### src/rtl/i2c_flt_pkg.sv
package i2c_flt_pkg;
  localparam int unsigned FLT_LEN_W  = 4;
  localparam int unsigned SYNC_DEPTH = 2;
  localparam int unsigned NUM_LINES  = 2;
  localparam int unsigned LINE_SCL   = 0;
  localparam int unsigned LINE_SDA   = 1;
  localparam logic        IDLE_LEVEL = 1'b1;
endpackage

### src/rtl/i2c_flt_rst_sync.sv
module i2c_flt_rst_sync (
  input  logic clk,
  input  logic arst_n,
  output logic srst_n
);
  logic [1:0] stage_q;

  always_ff @(posedge clk or negedge arst_n) begin
    if (!arst_n) stage_q <= 2'b00;
    else         stage_q <= {stage_q[0], 1'b1};
  end

  assign srst_n = stage_q[1];
endmodule

### src/rtl/i2c_flt_sync.sv
module i2c_flt_sync #(
  parameter int unsigned DEPTH    = i2c_flt_pkg::SYNC_DEPTH,
  parameter logic        RST_LVL  = i2c_flt_pkg::IDLE_LEVEL
) (
  input  logic clk,
  input  logic rst_n,
  input  logic din,
  output logic dout
);
  logic [DEPTH-1:0] chain_q;
  logic [DEPTH-1:0] chain_d;

  always_comb begin
    chain_d = {chain_q[DEPTH-2:0], din};
  end

  always_ff @(posedge clk or negedge rst_n) begin
    if (!rst_n) chain_q <= {DEPTH{RST_LVL}};
    else        chain_q <= chain_d;
  end

  assign dout = chain_q[DEPTH-1];
endmodule

### src/rtl/i2c_flt_lane.sv
module i2c_flt_lane #(
  parameter int unsigned LEN_W = i2c_flt_pkg::FLT_LEN_W
) (
  input  logic             clk,
  input  logic             rst_n,
  input  logic [LEN_W-1:0] len,
  input  logic             smp,
  output logic             lvl,
  output logic             rise,
  output logic             fall
);
  logic [LEN_W-1:0] cnt_q, cnt_d;
  logic             lvl_q, lvl_d;
  logic             rise_q, rise_d;
  logic             fall_q, fall_d;
  logic             differ;
  logic             flip;

  // next-state logic
  always_comb begin
    differ = (smp != lvl_q);
    flip   = differ && (cnt_q >= len);
    lvl_d  = flip ? smp : lvl_q;
    if (!differ || flip) cnt_d = '0;
    else                 cnt_d = cnt_q + 1'b1;
    rise_d = flip &&  smp;
    fall_d = flip && !smp;
  end

  // registers
  always_ff @(posedge clk or negedge rst_n) begin
    if (!rst_n) begin
      cnt_q  <= '0;
      lvl_q  <= i2c_flt_pkg::IDLE_LEVEL;
      rise_q <= 1'b0;
      fall_q <= 1'b0;
    end else begin
      cnt_q  <= cnt_d;
      lvl_q  <= lvl_d;
      rise_q <= rise_d;
      fall_q <= fall_d;
    end
  end

  assign lvl  = lvl_q;
  assign rise = rise_q;
  assign fall = fall_q;


  no_dual_strobe_chk: assert property (@(posedge clk) disable iff (!rst_n)
    !(rise_q && fall_q));


  rise_marks_change_chk: assert property (@(posedge clk) disable iff (!rst_n)
    rise_q |-> (lvl_q && !$past(lvl_q)));


  change_has_strobe_chk: assert property (@(posedge clk) disable iff (!rst_n)
    (lvl_q != $past(lvl_q)) |-> (rise_q || fall_q));


  follows_input_chk: assert property (@(posedge clk) disable iff (!rst_n)
    (lvl_q != $past(lvl_q)) |-> ($past(smp) == lvl_q));


  count_clears_chk: assert property (@(posedge clk) disable iff (!rst_n)
    ($past(smp) == $past(lvl_q)) |-> (cnt_q == '0));
endmodule

### src/rtl/i2c_line_filter.sv
module i2c_line_filter #(
  parameter int unsigned LEN_W = i2c_flt_pkg::FLT_LEN_W
) (
  input  logic             clk,
  input  logic             rst_n,
  input  logic [LEN_W-1:0] flt_len,
  input  logic             scl_raw,
  input  logic             sda_raw,
  output logic             scl_flt,
  output logic             sda_flt,
  output logic             scl_rise,
  output logic             scl_fall,
  output logic             sda_rise,
  output logic             sda_fall
);
  import i2c_flt_pkg::*;

  localparam int unsigned LINES = NUM_LINES;

  logic             srst_n;
  logic [LINES-1:0] raw_v, smp_v, lvl_v, rise_v, fall_v;

  i2c_flt_rst_sync u_rst (
    .clk    (clk),
    .arst_n (rst_n),
    .srst_n (srst_n)
  );

  assign raw_v[LINE_SCL] = scl_raw;
  assign raw_v[LINE_SDA] = sda_raw;

  for (genvar g = 0; g < LINES; g++) begin : g_lane
    i2c_flt_sync #(.DEPTH(SYNC_DEPTH), .RST_LVL(IDLE_LEVEL)) u_sync (
      .clk   (clk),
      .rst_n (srst_n),
      .din   (raw_v[g]),
      .dout  (smp_v[g])
    );

    i2c_flt_lane #(.LEN_W(LEN_W)) u_lane (
      .clk   (clk),
      .rst_n (srst_n),
      .len   (flt_len),
      .smp   (smp_v[g]),
      .lvl   (lvl_v[g]),
      .rise  (rise_v[g]),
      .fall  (fall_v[g])
    );
  end

  assign scl_flt  = lvl_v[LINE_SCL];
  assign sda_flt  = lvl_v[LINE_SDA];
  assign scl_rise = rise_v[LINE_SCL];
  assign scl_fall = fall_v[LINE_SCL];
  assign sda_rise = rise_v[LINE_SDA];
  assign sda_fall = fall_v[LINE_SDA];
endmodule

### config.mk
export PLATFORM = sky130hd
export DESIGN_NAME = i2c_line_filter
export DESIGN_NICKNAME = d
export VERILOG_FILES = /design/src/rtl/i2c_flt_pkg.sv /design/src/rtl/i2c_flt_rst_sync.sv /design/src/rtl/i2c_flt_sync.sv /design/src/rtl/i2c_flt_lane.sv /design/src/rtl/i2c_line_filter.sv
export SDC_FILE = /design/constraint.sdc
export NUM_CORES = 1
export LEC_CHECK = 0
export BUFFER_PORTS_ARGS = -buffer_cell sky130_fd_sc_hd__buf_2
export CORE_UTILIZATION = 30
export CTS_CLUSTER_DIAMETER = 50
export DETAILED_ROUTE_END_ITERATION = 6
export SLEW_MARGIN = 20
export SYNTH_ARGS = -nofsm -noshare
export SYNTH_HDL_FRONTEND = slang
export SYNTH_HIERARCHICAL = 1
export SYNTH_SLANG_ARGS = --single-unit
### constraint.sdc
create_clock -name clk -period 1.3 [get_ports clk]
set_input_delay 0.13 -clock clk [delete_from_list [all_inputs] [get_ports clk]]
set_output_delay 0.13 -clock clk [all_outputs]
set_load 0.05 [all_outputs]
==> results of run 1 <==
[sequential cells by signal, summed over array words and instances (netlist names)]
| signal | cells |
|---|---|
| u_rst/stage_q | 2 |
| g_lane.u_lane/lvl | 2 |
| g_lane.u_lane/fall | 2 |
| g_lane.u_sync/chain_q | 4 |
| g_lane.u_lane/cnt_q | 8 |
| g_lane.u_lane/rise | 2 |
[worst register-to-register path, delay by kind of cell, from the launching register on]
| kind | cells | cell delay [ps] |
|---|---|---|
| multiplexers | 1 | 290 |
| flip-flops | 1 | 360 |
| AND/OR/NAND/NOR | 2 | 330 |
| AO/OA/AOI/OAI | 1 | 320 |
| buffers and inverters | 1 | 50 |
| adder cells (fa/ha/maj) | 1 | 260 |
[through the flow]
stage | area, sq um | total power (uW) | worst slack [ps]
6_report | 1270 | 2150 | -371
5_1_grt | 1270 | 2310 | -458
4_1_cts | 1230 | 2080 | -381
3_5_place_dp | 1170 | 1770 | -364
3_3_place_gp | 1170 | 1750 | -347
2_1_floorplan | 957 | 1510 | -330
[cell usage after synthesis, types with 4 or more instances]
| library cell | instances | area share |
|---|---|---|
| dfrtp_1 | 14 | 0.37 |
| ha_1 | 10 | 0.13 |
| dfstp_2 | 6 | 0.16 |
| inv_1 | 8 | 0.031 |
| nor3b_1 | 4 | 0.031 |
| nor2_1 | 8 | 0.031 |
| xor2_1 | 4 | 0.037 |
[timing repair]
action / in CTS / in global routing
pin swaps: 1 / 3
setup buffers: 0 / 1
setup endpoints to repair: 14 / 16
gates cloned: 0 / 0
endpoints found under the hold margin: 4 / 0
gates resized for setup: 3 / 7
hold buffers: 3 / 0
[per-layer routing]
layer / wire [microns] / part of all wire
met3: 67 / 0.043
met5: 0 / 0
met2: 733 / 0.47
met1: 737 / 0.48
met4: 12 / 0.0077
[where the power goes]
part / switching, uW / internal [uW] / total (uW)
Sequential: 86.1 / 765 / 851
Clock: 170 / 108 / 278
Combinational: 498 / 520 / 1020
[area by class of cell]
cell class / count / share of cell area
Tap cell: 44 / 0.0433
Multi-Input combinational cell: 45 / 0.357
Sequential cell: 20 / 0.400
Inverter: 8 / 0.0236
Clock buffer: 3 / 0.0177
Timing Repair Buffer: 29 / 0.159
[logic make-up after synthesis]
| family | synth area share |
|---|---|
| compound gates | 0.0837 |
| xor+xnor | 0.0549 |
| fa+ha+maj | 0.131 |
| buf+inv | 0.0314 |
| flops | 0.531 |
| mux | 0.0314 |
| other cells | 0.00392 |
| simple gates | 0.133 |
[how the worst min path moves through the flow]
| stage | to | slack [ps] | cells past startpoint | startpoint |
|---|---|---|---|---|
| after floorplan | u_rst/stage_q[0] | -170 | 0 | rst_n |
| after global placement | u_rst/stage_q[0] | -80 | 1 | rst_n |
| after detailed placement | u_rst/stage_q[1] | -80 | 1 | rst_n |
| after CTS | u_rst/stage_q[1] | 120 | 2 | rst_n |
| after global routing | u_rst/stage_q[1] | 130 | 2 | rst_n |
| final | u_rst/stage_q[1] | 120 | 2 | rst_n |
==> out/metrics.cfg, run 1 <==
[placement]
post-place-cells = 142
port_buffers = 13
finalWeightedCongestion = 0.733
dp_hpwl_microns = 1240

[finish]
fin_util = 0.419
fin_cells = 149
syn_to_final_growth_pct = 32.7
finalNetCount = 125
seq_area_sq_um = 508
layout_commonest_cell = dfrtp_1
diodes = 0
layout-drive-gt1-share = 0.457
final_cell_mix = dfrtp_1 (14), buf_4 (12), buf_2 (11)
multi_input_area_sq_um = 453
nFillCells = 299

[cts]
cts-root-buf = clkbuf_4
htreeDepth = 1
clk_path_buf_depth = 2
cts_tree = done
insertion_delay_ps = 290
cts.clk_slew.worst_paths_ps = 110
clock-sinks = 20
cts_buffers = 3

[routing]
drtPass1Iterations = 4
drt.antenna.violating_nets = 0
route.vias.total = 606
drc = 0
vias_per_cell = 4.07
drt_first_iter_violations = 6
drt-total-wl_microns = 1550
wl_per_cell_microns = 10.4

[flow_run]
drv_cap = 0

[setup_path]
startpoint_type = flip-flop
cp.arrival_ps = 1900
critPathTopFamily = flip-flops
critPathRequiredTime_ps = 1530
slowest_delay_ps = 360
cp-endpoint = g_lane[0].u_lane/lvl
path_max_fanout = 2
r2r_start = g_lane[0].u_lane/cnt_q[0]
cp-end-kind = flip-flop
crit_path_cell_trace = inv_1 -> ha_1 -> nand2b_4 -> a2111oi_4 -> or2_4 -> mux2_4
critPathLaunch = g_lane[0].u_lane/cnt_q[0]
rr_endpoint = g_lane[0].u_lane/lvl
cp.depth = 6
critPathBufInv = 1
slowest_stage = dfrtp_1
worst-r2r-setup-slack_ps = -370
r2r_cells = 6
setup.worst_path.class = reg2reg

[die]
start_util = 0.316
fp-row-count = 20
dieWidth_microns = 58.5
core-area_sq_um = 3030
ios = 14
die-height_microns = 58.5
fp.dieArea_sq_um = 3420

[yosys]
syn-cell-area_sq_um = 957
synth_cell_types = 17
syn_nets = 91
ys.flop_type = dfrtp_1
avgSynthCellArea_sq_um = 13.1
async_reset_ff_frac = 1.00
ys_seq_area_frac = 0.531
synth_edf_count = 0
synth-warning-count = 6
ys_ff_latch = 20
syn_inst = 73

[global_routing]
grt_antenna_before_repair = 0
met1_usage = 0.135
grt.busiest_layer = met2
grt_usage = 0.104
grt_pass1_vias = 604
grt_overflow = 0
met3_usage = 0.0176
grt_use_met2 = 0.164
grt_pass1_wl_microns = 2600
grt_max_degree = 11

[timing]
max_freq_ghz = 0.599
fin_crit_ps = 1670
setup_slack_ps = -371
setup_viol = 14
timing_hold_violations_final = 0
hold-worst-slack_ps = 123
fin_crit_sh = 1.29
skew_ps = 9.01
final.setup.tns_ps = -3580
final_max_slew_viol_count = 0
rsz0062_at_grt = yes

[outcome]
violations = setup timing
status = finished, violations left

[worst_hold_path]
worstHoldPathType = in2async

[power]
p_per_area_nw_per_um2 = 1690
ir_worst_vdd_mv = 0.681
power.leakage_uw = 0.000638

Note: power is estimated with default switching activity, not from simulation.
==> inputs of run 2 (changes only) <==
- clock period: 1.3 -> 1.51 ns (I/O delays scaled with it)
==> run 2 against run 1 <==
  * The flow still finishes with violations (setup timing)
  * Power shrank 13%
  * Combinational power fell by 19%
  * Sequential power down 13%
  * Core utilization decreased by 0.37 points
  * Critical path depth is the same
  * Critical path type unchanged
  * Critical endpoint unchanged
  * Largest power group unchanged
==> out/metrics.cfg, run 2 (synthesized netlist as in run 1, its figures left out) <==
[die]
die-height_microns = 58.5
start_util = 0.316
ios = 14
fp.dieArea_sq_um = 3420
dieWidth_microns = 58.5
fp-row-count = 20
core-area_sq_um = 3030

[power]
finalPower_uw = 1860
p_per_area_nw_per_um2 = 1480
power.leakage_uw = 0.000636
ir_worst_vdd_mv = 0.515

[cts]
cts_buffers = 3
clk_path_buf_depth = 2
insertion_delay_ps = 290
cts-root-buf = clkbuf_4
cts.clk_slew.worst_paths_ps = 110
htreeDepth = 1
cts_tree = done
clock-sinks = 20

[placement]
post-place-cells = 140
finalWeightedCongestion = 0.784
dp_hpwl_microns = 1120
port_buffers = 13

[routing]
drt_first_iter_violations = 6
wl_per_cell_microns = 9.43
drt-total-wl_microns = 1400
vias_per_cell = 4.07
route.vias.total = 603
drt.antenna.violating_nets = 0
drtPass1Iterations = 4
drc = 0

[global_routing]
met1_usage = 0.141
grt_use_met2 = 0.138
grt_overflow = 0
grt_pass1_vias = 617
grt_max_degree = 12
grt_pass1_wl_microns = 2530
grt_antenna_before_repair = 0
met3_usage = 0.0154
grt.busiest_layer = met1
grt_usage = 0.0966

[timing]
timing_hold_violations_final = 0
max_freq_ghz = 0.596
fin_crit_ps = 1680
setup_slack_ps = -167
final.setup.tns_ps = -768
setup_viol = 11
fin_crit_sh = 1.11
final_max_slew_viol_count = 0
rsz0062_at_grt = yes
skew_ps = 1.75

[finish]
fin_cells = 148
final_cell_mix = dfrtp_1 (14), buf_2 (13), ha_1 (10)
syn_to_final_growth_pct = 31.5
finalNetCount = 123
layout-drive-gt1-share = 0.452
largest_reg_flops = 8
regMostFlops = g_lane.u_lane/cnt_q
diodes = 0
reg_top3 = g_lane.u_lane/cnt_q: 8 flops, g_lane.u_sync/chain_q: 4 flops
layout_commonest_cell = dfrtp_1

[worst_hold_path]
worstHoldPathType = in2async

[outcome]
status = finished, violations left
violations = setup timing

[setup_path]
startpoint_type = flip-flop
worst-r2r-setup-slack_ps = -170
path_max_fanout = 2
cp.arrival_ps = 1910
cp-end-kind = flip-flop
cp-endpoint = g_lane[0].u_lane/lvl
rr_endpoint = g_lane[0].u_lane/lvl
critPathLaunch = g_lane[0].u_lane/cnt_q[0]
setup.worst_path.class = reg2reg
r2r_cells = 6
r2r_start = g_lane[0].u_lane/cnt_q[0]
critPathRequiredTime_ps = 1740

[flow_run]
drv_cap = 0

## run 2: worst min path at each step
stage	endpoint	slack, ps	startpoint
6_report	u_rst/stage_q[0]	150	rst_n
5_1_grt	u_rst/stage_q[0]	140	rst_n
4_1_cts	u_rst/stage_q[0]	140	rst_n
3_5_place_dp	u_rst/stage_q[0]	-60	rst_n
3_3_place_gp	u_rst/stage_q[0]	-60	rst_n
2_1_floorplan	u_rst/stage_q[0]	-140	rst_n
## run 2: layout make-up
cell class,count,area (sq um)
clock buffers,4,36.3
well taps,44,55.1
inverters,8,30.0
multi-input cells,45,444
flip-flops and latches,20,508
fillers,303,1770
repair buffers,27,185
## run 2: what timing repair did
item                                    CTS  global route
pin swaps                                 1             3
setup buffers                             0             1
endpoints found under the setup margin   14            14
resized for setup                         4             4
gates cloned                              0             0
hold endpoints to repair                  4             0
hold buffers                              3             0
## run 2: metrics by stage
stage | worst slack [ps] | hold WS (ps) | util | area, sq um
CTS | -177 | 138 | 0.407 | 1230
global placement | -150 | -62.5 | 0.381 | 1150
finish | -167 | 146 | 0.416 | 1260
detailed placement | -153 | -62.0 | 0.381 | 1150
floorplan | -120 | -145 | - | 957
global route | -229 | 138 | 0.416 | 1260
## run 2: routing by layer
metal	vias up	wire length (microns)
met3	4	62
met5	-	0
met1	285	701
li1	303	-
met2	11	604
met4	0	28
## run 2: power by group
group | switching [uW] | total (uW) | internal (uW)
Sequential | 79.7 | 738 | 659
Combinational | 396 | 824 | 427
Clock | 154 | 301 | 147
Total | 630 | 1860 | 1230
## run 2: worst max-delay path, cell delays in order, from the launching register on
cell and delay, ps:
dfrtp_1 360, inv_1 40, ha_1 260, nand2b_4 150, a2111oi_4 320, or2_4 190
mux2_4 290
